## config.mk

```make
export PLATFORM = sky130hd
export DESIGN_NAME = pipe_hazard_ctrl
export DESIGN_NICKNAME = d
export VERILOG_FILES = /design/src/rtl/hzd_pkg.sv /design/src/rtl/src_match.sv /design/src/rtl/stall_detect.sv /design/src/rtl/squash_arb.sv /design/src/rtl/pipe_hazard_ctrl.sv
export SDC_FILE = /design/constraint.sdc
export NUM_CORES = 1
export LEC_CHECK = 0
export BUFFER_PORTS_ARGS = -buffer_cell sky130_fd_sc_hd__buf_4
export CAP_MARGIN = 40
export CORE_AREA = 5 5 42 44
export DETAILED_ROUTE_END_ITERATION = 10
export DIE_AREA = 0 0 47 49
export GPL_TIMING_DRIVEN = 0
export PLACE_DENSITY = 0.68
export SETUP_SLACK_MARGIN = 0.4
export SYNTH_ARGS = -nofsm -noshare
export SYNTH_HDL_FRONTEND = slang
export SYNTH_HIERARCHICAL = 1
export SYNTH_SLANG_ARGS = --single-unit
```

## constraint.sdc

```tcl
create_clock -name vclk -period 5.05
set_input_delay 1.01 -clock vclk [all_inputs]
set_output_delay 1.01 -clock vclk [all_outputs]
set_load 0.05 [all_outputs]
```

## src/rtl/hzd_pkg.sv

```systemverilog
package hzd_pkg;
  // Older pipeline stages compared against decode: execute, memory, write-back
  localparam int OLDER_STAGES = 3;

  typedef struct packed {
    logic pc_en;
    logic pc_redirect;
    logic ifid_en;
    logic ifid_clr;
    logic idex_bubble;
  } hz_ctrl_t;

  localparam hz_ctrl_t CTRL_RUN    = '{pc_en: 1'b1, pc_redirect: 1'b0, ifid_en: 1'b1,
                                       ifid_clr: 1'b0, idex_bubble: 1'b0};
  localparam hz_ctrl_t CTRL_STALL  = '{pc_en: 1'b0, pc_redirect: 1'b0, ifid_en: 1'b0,
                                       ifid_clr: 1'b0, idex_bubble: 1'b1};
  localparam hz_ctrl_t CTRL_SQUASH = '{pc_en: 1'b1, pc_redirect: 1'b1, ifid_en: 1'b1,
                                       ifid_clr: 1'b1, idex_bubble: 1'b1};
endpackage

```

## src/rtl/src_match.sv

```systemverilog
module src_match #(
  parameter int REG_W = 5,
  parameter int N_OLD = 3
) (
  input  logic [REG_W-1:0]       src,
  input  logic [N_OLD*REG_W-1:0] old_rd,
  input  logic [N_OLD-1:0]       old_we,
  output logic                   hit
);
  logic [N_OLD-1:0] stage_hit;
  logic             src_live;

  // One comparator per older stage, qualified by that stage's write enable
  for (genvar g = 0; g < N_OLD; g++) begin : g_stage
    assign stage_hit[g] = old_we[g] && (old_rd[g*REG_W +: REG_W] == src);
  end

  // Register zero is hard-wired and never produces a dependence
  assign src_live = (src != '0);
  assign hit      = src_live && (|stage_hit);

  always_comb begin

    if (src == '0) begin
      zero_src_no_hit_chk: assert (!hit) else $error("index zero raised a hit");
    end
  end
endmodule

```

## src/rtl/stall_detect.sv

```systemverilog
module stall_detect #(
  parameter int REG_W = 5,
  parameter int N_SRC = 2,
  parameter int N_OLD = 3
) (
  input  logic [N_SRC*REG_W-1:0] srcs,
  input  logic [N_OLD*REG_W-1:0] old_rd,
  input  logic [N_OLD-1:0]       old_we,
  output logic                   stall
);
  logic [N_SRC-1:0] src_hit;

  for (genvar s = 0; s < N_SRC; s++) begin : g_src
    src_match #(.REG_W(REG_W), .N_OLD(N_OLD)) u_match (
      .src    (srcs[s*REG_W +: REG_W]),
      .old_rd (old_rd),
      .old_we (old_we),
      .hit    (src_hit[s])
    );
  end

  assign stall = |src_hit;

  always_comb begin

    if (old_we == '0) begin
      no_writer_no_stall_chk: assert (!stall) else $error("stall without any writer");
    end
  end
endmodule

```

## src/rtl/squash_arb.sv

```systemverilog
module squash_arb
  import hzd_pkg::*;
(
  input  logic     stall,
  input  logic     taken,
  output hz_ctrl_t ctrl
);
  // Taken redirect outranks the data stall: the stalled instruction is wrong-path
  always_comb begin
    if (taken) begin
      ctrl = CTRL_SQUASH;
    end else if (stall) begin
      ctrl = CTRL_STALL;
    end else begin
      ctrl = CTRL_RUN;
    end
  end

  always_comb begin

    if (taken) begin
      squash_wins_chk: assert (ctrl.pc_redirect && ctrl.ifid_clr && ctrl.idex_bubble && ctrl.pc_en)
        else $error("taken branch did not squash");
    end

    if (stall && !taken) begin
      stall_freeze_chk: assert (!ctrl.pc_en && !ctrl.ifid_en && ctrl.idex_bubble && !ctrl.ifid_clr)
        else $error("stall did not freeze front end");
    end
  end
endmodule

```

## src/rtl/pipe_hazard_ctrl.sv

```systemverilog
module pipe_hazard_ctrl
  import hzd_pkg::*;
#(
  parameter int REG_W = 5,
  parameter int N_SRC = 2
) (
  input  logic [N_SRC*REG_W-1:0] dec_src,
  input  logic [REG_W-1:0]       ex_rd,
  input  logic                   ex_we,
  input  logic [REG_W-1:0]       mem_rd,
  input  logic                   mem_we,
  input  logic [REG_W-1:0]       wb_rd,
  input  logic                   wb_we,
  input  logic                   ex_taken,
  output logic                   pc_en,
  output logic                   pc_redirect,
  output logic                   ifid_en,
  output logic                   ifid_clr,
  output logic                   idex_bubble
);
  localparam int N_OLD = OLDER_STAGES;

  logic [N_OLD*REG_W-1:0] old_rd;
  logic [N_OLD-1:0]       old_we;
  logic                   data_stall;
  hz_ctrl_t               ctrl;

  // Stage order: index 0 execute, 1 memory, 2 write-back
  assign old_rd = {wb_rd, mem_rd, ex_rd};
  assign old_we = {wb_we, mem_we, ex_we};

  stall_detect #(.REG_W(REG_W), .N_SRC(N_SRC), .N_OLD(N_OLD)) u_detect (
    .srcs   (dec_src),
    .old_rd (old_rd),
    .old_we (old_we),
    .stall  (data_stall)
  );

  squash_arb u_arb (
    .stall (data_stall),
    .taken (ex_taken),
    .ctrl  (ctrl)
  );

  assign pc_en       = ctrl.pc_en;
  assign pc_redirect = ctrl.pc_redirect;
  assign ifid_en     = ctrl.ifid_en;
  assign ifid_clr    = ctrl.ifid_clr;
  assign idex_bubble = ctrl.idex_bubble;

  always_comb begin

    if (!data_stall && !ex_taken) begin
      run_idle_chk: assert (pc_en && ifid_en && !idex_bubble && !ifid_clr && !pc_redirect)
        else $error("pipeline held without cause");
    end

    if (ifid_clr) begin
      clr_implies_bubble_chk: assert (idex_bubble && pc_redirect) else $error("partial squash");
    end
  end
endmodule

```

==> results of run 1 <==
==> worst paths after layout <==
kind	start	endpoint	slack [ns]	depth (start not counted)
worst min-delay path	ex_taken	ifid_clr	2.39	3
worst max-delay path	dec_src[5]	idex_bubble	1.61	7
==> power by group <==
group / leakage (uW) / switching [uW] / internal [uW]
Sequential: 0 / 0 / 0
Combinational: 0.000320 / 33.0 / 33.6
Clock: 0 / 0 / 0
==> cells by family (layout without fill, tap and decap cells) <==
group           after synthesis  count (layout)  synth area share, %
xor+xnor                     30              30                 61.6
simple gates                 17              17                 26.7
compound gates                4               4                 6.45
buf+inv                       3              37                 5.28
==> metrics by stage <==
stage / instance area [sq um] / total power [uW]
floorplan: 427 / 33.3
global route: 702 / 72.4
global placement: 702 / 66.1
finish: 702 / 66.6
CTS: 702 / 67.2
detailed placement: 702 / 67.0
==> cell type report <==
type | count | share of cell area, %
timing repair buffer | 34 | 36.4
multi-input combinational | 51 | 57.6
tap | 16 | 2.85
buffer | 3 | 3.21
==> layer usage <==
| layer | part of all wire [%] | wire, um | GRT usage (%) | up-vias |
|---|---|---|---|---|
| met5 | 0 | 0 | 0 | - |
| met4 | 0 | 0 | 0 | 0 |
| met3 | 5.5 | 71 | 0.369 | 0 |
| met1 | 41 | 534 | 14.3 | 214 |
| met2 | 53 | 682 | 20.6 | 18 |
| li1 | - | - | - | 253 |
==> cell usage after synthesis <==
master    count  area, sq um
a21oi_1       2         10.0
a32oi_1       2         17.5
and2_0        2         12.5
buf_4         3         22.5
nand2b_1      1         6.26
nand3_1       2         10.0
nor2_1        2         7.51
nor4_1        4         25.0
nor4_2        2         25.0
or2_1         2         12.5
or4_1         2         15.0
xnor2_1       6         52.6
xor2_1       24          210
==> metrics.md, run 1 <==
| Metric | Value |
|---|---|
| Max Cap Viol | 0 |
| Commonest non-fill, non-tap cell in the layout | buf_4 |
| Via count | 485 |
| Register area share after synthesis | 0% |
| Post-layout util | 50.1% |
| DRC viols | 0 |
| Footprint of the multi-input gates | 404 sq um |
| Post-synthesis instance total | 54 |
| Register area | 0 sq um |
| Slew @ Worst Pin | between 0.2 and 0.3 ns |
| Filler Cell Count | approximately 150 |
| Site Rows | 14 |
| Clk_buf instances | 0 |
| Peak supply drop | 0.0000335 V |
| Final nets | ~120 |
| CP Class | in2out |
| TNS Setup | 0 ns |
| Hold bufs inserted after CTS | 0 |
| Fin worst setup slack | about 1.6 ns |
| Die footprint | 2300 sq um |
| Setup violations, final | 0 |
| Cell family with most CP delay | simple AND/OR/NAND/NOR gates |
| Die X | 47 um |
| Mapped Area | 427 sq um |
| Worst EP arrival | 2.43 ns |
| FF+latch count | 0 |
| First-pass GRT wire length | between 2000 and 2500 um |
| Count of cell types in the netlist | 13 |
| PostCTS Resize Cnt | 0 |
| # Post-CTS Setup Buffers | 0 |
| Vias in the first global route | 511 |
| Largest net degree at the start of global routing | 5 |
| Initial drt markers | 0 |
| Buf/Inv on CP | 2 |
| Core area | 1400 sq um |
| Number of port buffers | 34 |
| Initial Utilization | 30.4% |
| Die H | 49 um |
| PD cells | 94.9 nW/um^2 |
| Slowest cell on crit path | or4_1 |
| Yosys warning total | 6 |
| Share of cells above drive strength 1 | 44.3% |
| Hold Path Class | in2out |
| Global placement routability congestion | 0.727 |
| Diode count | 0 |
| Critical path cell sequence | buf_4, or4_1, nor2_1, a21oi_1, or2_1, or2_1, buf_4 |
| Hold WS | 2.39 ns |
| RSZ-0062 raised after global routing | false |
| Layout area overhead | 64.5% |
| Routed WL per cell | 12.4 um |
| Mean number of vias per cell | 4.66 |
| Minimum clock period | 3.44 ns |
| Syn Area/Cell | 7.90 sq um |
| Status | finished clean |
| DRT antenna net count | 0 |
| Worst EP required | 4.04 ns |
| Startpoint types | input pin |
| Initial antenna violation count | 0 |
| Total Wirelength | 1290 um |
| Slew margin rel. | 80.5% |
| Pleak | 0.000320 uW |
| Commonest cells after routing, fill and taps aside | 37 x buf_4, 24 x xor2_1, 6 x xnor2_1 |
| Num ports | 34 |
| Final period utilization | 68.0% |
| Fin cells | about 100 |
| Crit-path max FO | 4 |
| Worst path max stage delay | just over 0.5 ns |
| Final Hold Viols | 0 |
| Fmax | 0.291 GHz |
| Global route overflow | 0 |
| DP Cell Count | 104 |
| Post-Place Setup Slack | about 1.6 ns |
| Max-slew violations | 0 |
| 1st-pass router iterations | 1 |
| Synth Net Count | 83 |
| Tot GR Track Use | approximately 11% |
| CP endpoint kind | output pin |
(Power assumes the default switching activity.)
==> run 2: changes to the inputs <==
ABC_AREA = 1   (was default)
CORE_AREA = default   (was 5 5 42 44)
CORE_MARGIN = 5   (was default)
CORE_UTILIZATION = 44   (was default)
DIE_AREA = default   (was 0 0 47 49)
PLACE_DENSITY = 0.81   (was 0.68)
clock period = 3.1 ns   (was 5.05 ns; I/O delays follow)
==> run 2 against run 1 <==
Effect of this change:
- flip-flop and latch count unchanged
- largest cell class unchanged
- worst setup slack got worse by 0.93 ns
- non-clock buffer count unchanged
- global-route usage increased by 4.9 points
- final cell count increased by 110%
- clock-buffer cell count unchanged
- first-iteration DRC count increased by 23
- critical path depth increased by 7
- die area increased by 2.1%
- synthesized cell count increased to 3.1 times the previous value
- combinational power increased by 97%
- via count increased by 110%
==> metrics.md, run 2 <==
| Metric | Value |
|---|---|
| Status | finished clean (unchanged) |
| Fmax | 0.414 GHz |
| Cell family with most CP delay | simple AND/OR/NAND/NOR gates (unchanged) |
| Synth top area share | 50.1% (was 49.3%) |
| Register area | 0 sq um (unchanged) |
| Post-route cell area | 926 sq um (was 702 sq um) |
| Die footprint | 2350 sq um (was 2300 sq um) |
| Slew @ Worst Pin | 0.208 ns (was 0.291 ns) |
| Site Rows | 13 (was 14) |
| Yosys warning total | 6 (unchanged) |
| Final period utilization | 77.9% |
| DRC viols | 0 (unchanged) |
| Worst path max stage delay | 0.18 ns (was 0.51 ns) |
| DP HPWL | 1770 um |
| Post-Place Setup Slack | 0.694 ns (was 1.61 ns) |
| Mean number of vias per cell | 4.64 (was 4.66) |
| Peak supply drop | 0.0000612 V (was 0.0000335 V) |
| Commonest non-fill, non-tap cell in the layout | nand2_1 (was buf_4) |
| Critical path cell sequence | buf_4, inv_1, nand2_1, nand2_1, nor2_1, nand3_1, nand3_1, nand2_1, inv_1, inv_1, nand2_1, nand2_1, buf_4, buf_4 (was buf_4, or4_1, nor2_1, a21oi_1, or2_1, or2_1, buf_4) |
| TNS Setup | 0 ns (unchanged) |
| Synth Net Count | 195 (was 83) |
| Fin worst setup slack | 0.684 ns (was 1.61 ns) |
| Count of cell types in the netlist | 8 (was 13) |
| Met2 wire length | 996 um (was 682 um) |
| Global route overflow | 0 (unchanged) |
| Share of cells above drive strength 1 | 20.5% (was 44.3%) |
| Layout area overhead | 42.0% (was 64.5%) |
| Vias in the first global route | 818 (was 511) |
| Crit-path max FO | 4 (unchanged) |
| Slowest cell on crit path | buf_4 (was or4_1) |
| Most frequent CP cell | nand2_1 |
| Setup violations, final | 0 (unchanged) |
| Initial Utilization | 48.3% (was 30.4%) |
| Dominant cell by count in the synthesized netlist | nand2_1 (was xor2_1) |
| Placed standard-cell area | 926 sq um (was 702 sq um) |
| Max-slew violations | 0 (unchanged) |
| Max Cap Viol | 0 (unchanged) |
| Initial drt markers | 23 (was 0) |
| FF+latch count | 0 (unchanged) |
| Diode count | 0 (unchanged) |
| Post-synthesis instance total | 166 (was 54) |
| Commonest cells after routing, fill and taps aside | 87 x nand2_1, 37 x buf_4, 36 x inv_1 (was 37 x buf_4, 24 x xor2_1, 6 x xnor2_1) |
| Num ports | 34 (unchanged) |
| Worst path depth | 14 (was 7) |
| # Post-CTS Setup Buffers | 0 (unchanged) |
| Routed WL per cell | 9.39 um (was 12.4 um) |
| Syn Area/Cell | 3.93 sq um (was 7.90 sq um) |
| Slew margin rel. | 86.0% (was 80.5%) |
| Final Hold Viols | 0 (unchanged) |
| Total Wirelength | 2020 um (was 1290 um) |
| Register area share after synthesis | 0% (unchanged) |
| Tot GR Track Use | 16.0% (was 11.1%) |
| DRT antenna net count | 0 (unchanged) |
| Clk_buf instances | 0 (unchanged) |
| Worst Hold Launch | ex_taken (unchanged) |
| CP Class | in2out (unchanged) |
| Via count | 997 (was 485) |
| CP endpoint kind | output pin (unchanged) |
| PostCTS Resize Cnt | 0 (unchanged) |
| Startpoint types | input pin (unchanged) |
| RSZ-0062 raised after global routing | false (unchanged) |
| Top post-synthesis cells by area | nand2_1 50%, inv_1 21%, nor2_1 13% (was xor2_1 49%, xnor2_1 12%, nor4_1 5.9%) |
| Worst EP required | 2.48 ns (was 4.04 ns) |
| Die H | 48.5 um (was 49 um) |
| Pleak | 0.000691 uW (was 0.000320 uW) |
| First-pass GRT wire length | 3330 um (was 2060 um) |
| 1st-pass router iterations | 4 (was 1) |
| Hold bufs inserted after CTS | 0 (unchanged) |
| Cell accounting for the most synthesized area | nand2_1 (was xor2_1) |
| Initial antenna violation count | 0 (unchanged) |
| Final nets | 231 (was 119) |
| M1 WL | 888 um (was 534 um) |
| Worst EP arrival | 1.80 ns (was 2.43 ns) |
| Post-layout util | 68.6% (was 50.1%) |
| Mapped Area | 652 sq um (was 427 sq um) |
| Hold Path Class | in2out (unchanged) |
| CP endpoint | pc_en (was idex_bubble) |
| DR WL met3 | 134 um (was 71 um) |
| Number of port buffers | 34 (unchanged) |
| Largest net degree at the start of global routing | 7 (was 5) |
| Die X | 48.5 um (was 47 um) |
| PD cells | 141 nW/um^2 (was 94.9 nW/um^2) |
| Minimum clock period | 2.42 ns |
| Global placement routability congestion | 0.831 (was 0.727) |
| DR top layer | met3 (unchanged) |
| Core area | 1350 sq um (was 1400 sq um) |
| Synth top cells by count | 87 x nand2_1, 36 x inv_1, 22 x nor2_1, 10 x nand3_1, 4 x inv_2 (was 24 x xor2_1, 6 x xnor2_1, 4 x nor4_1, 3 x buf_4) |
| Critical Path Source | dec_src[7] (was dec_src[5]) |
| Buf/Inv on CP | 6 (was 2) |
-- run 2: changes by cell type after synthesis, sizes merged, moves of 6 or more --
cell,delta
nand2,+87
xor2,-24
xnor2,-6
nand3,+8
nor2,+20
inv,+40
nor4,-6
-- run 2: cell families after synthesis --
family | share of synthesized area [%]
and+or+nand+nor | 72.0
buffers and inverters | 26.5
AOI/OAI and AO/OA | 1.54
-- run 2: worst min-delay path by stage --
stage / endpoint / depth (start not counted)
2_1_floorplan: ifid_clr / 1
3_3_place_gp: ifid_clr / 3
3_5_place_dp: ifid_clr / 3
4_1_cts: ifid_clr / 3
5_1_grt: ifid_clr / 3
6_report: ifid_clr / 3
-- run 2: power breakdown --
| group | internal (uW) | switching (uW) |
|---|---|---|
| Clock | 0 | 0 |
| Combinational | 55.8 | 75.1 |
| Sequential | 0 | 0 |
-- run 2: area by class of cell --
class / instances / area, sq um
timing repair buffer: 34 / 255
inverter: 40 / 150
tap: 15 / 18.8
multi-input combinational: 123 / 479
fill: 147 / 424
buffer: 3 / 22.5
-- run 2: through the flow --
step | std cells | power, uW | hold slack [ns]
global placement | 215 | 127 | 1.60
CTS | 215 | 131 | 1.60
global route | 215 | 146 | 1.62
floorplan | 166 | 71.7 | 1.41
finish | 215 | 131 | 1.60
detailed placement | 215 | 131 | 1.60
-- run 2: routing by layer --
layer	vias up	track usage [%]
li1	541	-
met4	0	0
met3	0	2.14
met1	423	20.5
met5	-	0
met2	33	29.6
==> run 3: changes to the inputs <==
CORE_UTILIZATION = 49   (was 44)
PLACE_DENSITY = 0.86   (was 0.81)
clock period = 2.3 ns   (was 3.1 ns; I/O delays follow)
==> run 3 against run 2 <==
Effect of this change:
- sequential share of layout area did not move
- final cell count did not move
- combinational power rose by 76%
- final area rose by 24%
- largest power group unchanged
- global-route usage rose by 3.9 points
- total power rose by 76%
- worst hold slack got worse by 0.31 ns
- critical endpoint unchanged
- clock-buffer cell count did not move
- flip-flop and latch count did not move
- die area fell by 8.1%
- via count rose by 3.0%
==> metrics.md, run 3 (same netlist as run 2, synthesis figures left out) <==
| Metric | Value |
|---|---|
| FF+latch count | 0 (unchanged) |
| Diode count | 0 (unchanged) |
| Largest net degree at the start of global routing | 7 (unchanged) |
| Most frequent CP cell | inv_2 (was nand2_1) |
| Worst EP arrival | 1.51 ns (was 1.80 ns) |
| TNS Setup | 0 ns (unchanged) |
| Setup violations, final | 0 (unchanged) |
| Initial antenna violation count | 0 (unchanged) |
| Die H | 46.5 um (was 48.5 um) |
| Slew margin rel. | 84.7% (was 86.0%) |
| Via count | 1027 (was 997) |
| Peak supply drop | 0.000113 V (was 0.0000612 V) |
| Minimum clock period | 1.97 ns |
| DP HPWL | 1740 um (was 1770 um) |
| # Post-CTS Setup Buffers | 0 (unchanged) |
| Tot GR Track Use | 19.8% (was 16.0%) |
| Site Rows | 13 (unchanged) |
| Die X | 46.5 um (was 48.5 um) |
| Clk_buf instances | 0 (unchanged) |
| Final nets | 231 (unchanged) |
| PD cells | 201 nW/um^2 (was 141 nW/um^2) |
| Num ports | 34 (unchanged) |
| Max-slew violations | 0 (unchanged) |
| DRC viols | 0 (unchanged) |
| Global placement routability congestion | 0.826 (was 0.831) |
| Critical path cell sequence | buf_6, inv_2, nand2_1, nand2_1, nor2_1, nand3_1, nand3_2, nand2_2, inv_2, inv_2, nand2_4, nand2_4, buf_6, buf_8 (was buf_4, inv_1, nand2_1, nand2_1, nor2_1, nand3_1, nand3_1, nand2_1, inv_1, inv_1, nand2_1, nand2_1, buf_4, buf_4) |
| Final Hold Viols | 0 (unchanged) |
| Mean number of vias per cell | 4.78 (was 4.64) |
| Status | finished clean (unchanged) |
| Fmax | between 0.5 and 0.6 GHz |
| Commonest cells after routing, fill and taps aside | 67 x nand2_1, 24 x inv_1, 18 x nand2_2 (was 87 x nand2_1, 37 x buf_4, 36 x inv_1) |
| Final period utilization | between 80% and 90% |
| Commonest non-fill, non-tap cell in the layout | nand2_1 (unchanged) |
| Register area | 0 sq um (unchanged) |
| RSZ-0062 raised after global routing | true (was false) |
| Share of cells above drive strength 1 | 41.5% (was 20.5%) |
| Slew @ Worst Pin | 0.228 ns (was 0.208 ns) |
| Fin cells | 215 (unchanged) |
| Routed WL per cell | 11.1 um (was 9.39 um) |
| Initial Utilization | 50.7% (was 48.3%) |
| Pleak | 0.000742 uW (was 0.000691 uW) |
| Total Wirelength | 2400 um (was 2020 um) |
| DP Cell Count | 215 (unchanged) |
| CP endpoint kind | output pin (unchanged) |
| Startpoint types | input pin (unchanged) |
| Worst path max stage delay | 0.14 ns (was 0.18 ns) |
| Worst EP required | 1.84 ns (was 2.48 ns) |
| Global route overflow | 0 (unchanged) |
| Max Cap Viol | 0 (unchanged) |
| Number of port buffers | 34 (unchanged) |
| Die footprint | 2160 sq um (was 2350 sq um) |
| Hold Path Class | in2out (unchanged) |
| CP Class | in2out (unchanged) |
| Initial drt markers | 17 (was 23) |
| 1st-pass router iterations | 4 (unchanged) |
| Layout area overhead | 76.2% (was 42.0%) |
| Core area | 1280 sq um (was 1350 sq um) |
| Crit-path max FO | 5 (was 4) |
| First-pass GRT wire length | 3250 um (was 3330 um) |
| Slowest cell on crit path | buf_8 (was buf_4) |
| Vias in the first global route | 851 (was 818) |
| DRT antenna net count | 0 (unchanged) |
## run 3: cell count changes in the layout (fill, tap and decap cells not counted), moves of 8 or more
cell | previous run | this run
buf_4 | 37 | 17
nand2_1 | 87 | 67
nand2_2 | 0 | 18
buf_6 | 0 | 12
inv_1 | 36 | 24
buf_8 | 0 | 8
## run 3: power breakdown
part,leakage (uW),switching [uW],total [uW],internal [uW]
Combinational,0.000742,126,230,105
Sequential,0,0,0,0
Clock,0,0,0,0
Total,0.000742,126,230,105
## run 3: worst max-delay path: cells and delay by family
| family | cells | cell delay [ns] |
|---|---|---|
| buffers and inverters | 6 | 0.47 |
| and+or+nand+nor | 8 | 0.58 |
## run 3: timing repair
action / CTS / global route
resized for setup: 31 / 46
hold buffers: 0 / 0
hold endpoints to repair: 0 / 0
setup endpoints to repair: 3 / 3
pin swaps: 14 / 29
## run 3: final cells by class
cell class	instances	area, sq um
multi-input combinational	123	579
timing repair buffer	34	357
inverter	40	168
fill	76	136
buffer	3	26.3
tap	15	18.8
## run 3: metal layers
metal	global-route usage, %	share of wire, %	up-vias
li1	-	-	543
met1	22.7	41	450
met2	40.1	52	30
met3	0.781	6.3	4
met4	2.27	0.88	0
met5	0	0	-
## run 3: through the flow
step,area [sq um],hold WS [ns],power (uW),worst slack (ns),util [%]
3_5_place_dp,936,1.28,178,0.139,72.8
3_3_place_gp,936,1.28,174,0.165,72.8
6_report,1150,1.29,230,0.326,89.4
5_1_grt,1150,1.31,249,0.258,89.4
2_1_floorplan,662,1.09,99.8,0.397,-
4_1_cts,1020,1.28,198,0.331,79.2
## run 3: final timing paths
kind	start	end	slack, ns	depth (start not counted)
setup / recovery	dec_src[8]	pc_en	0.33	14
hold / removal	ex_taken	ifid_clr	1.29	3
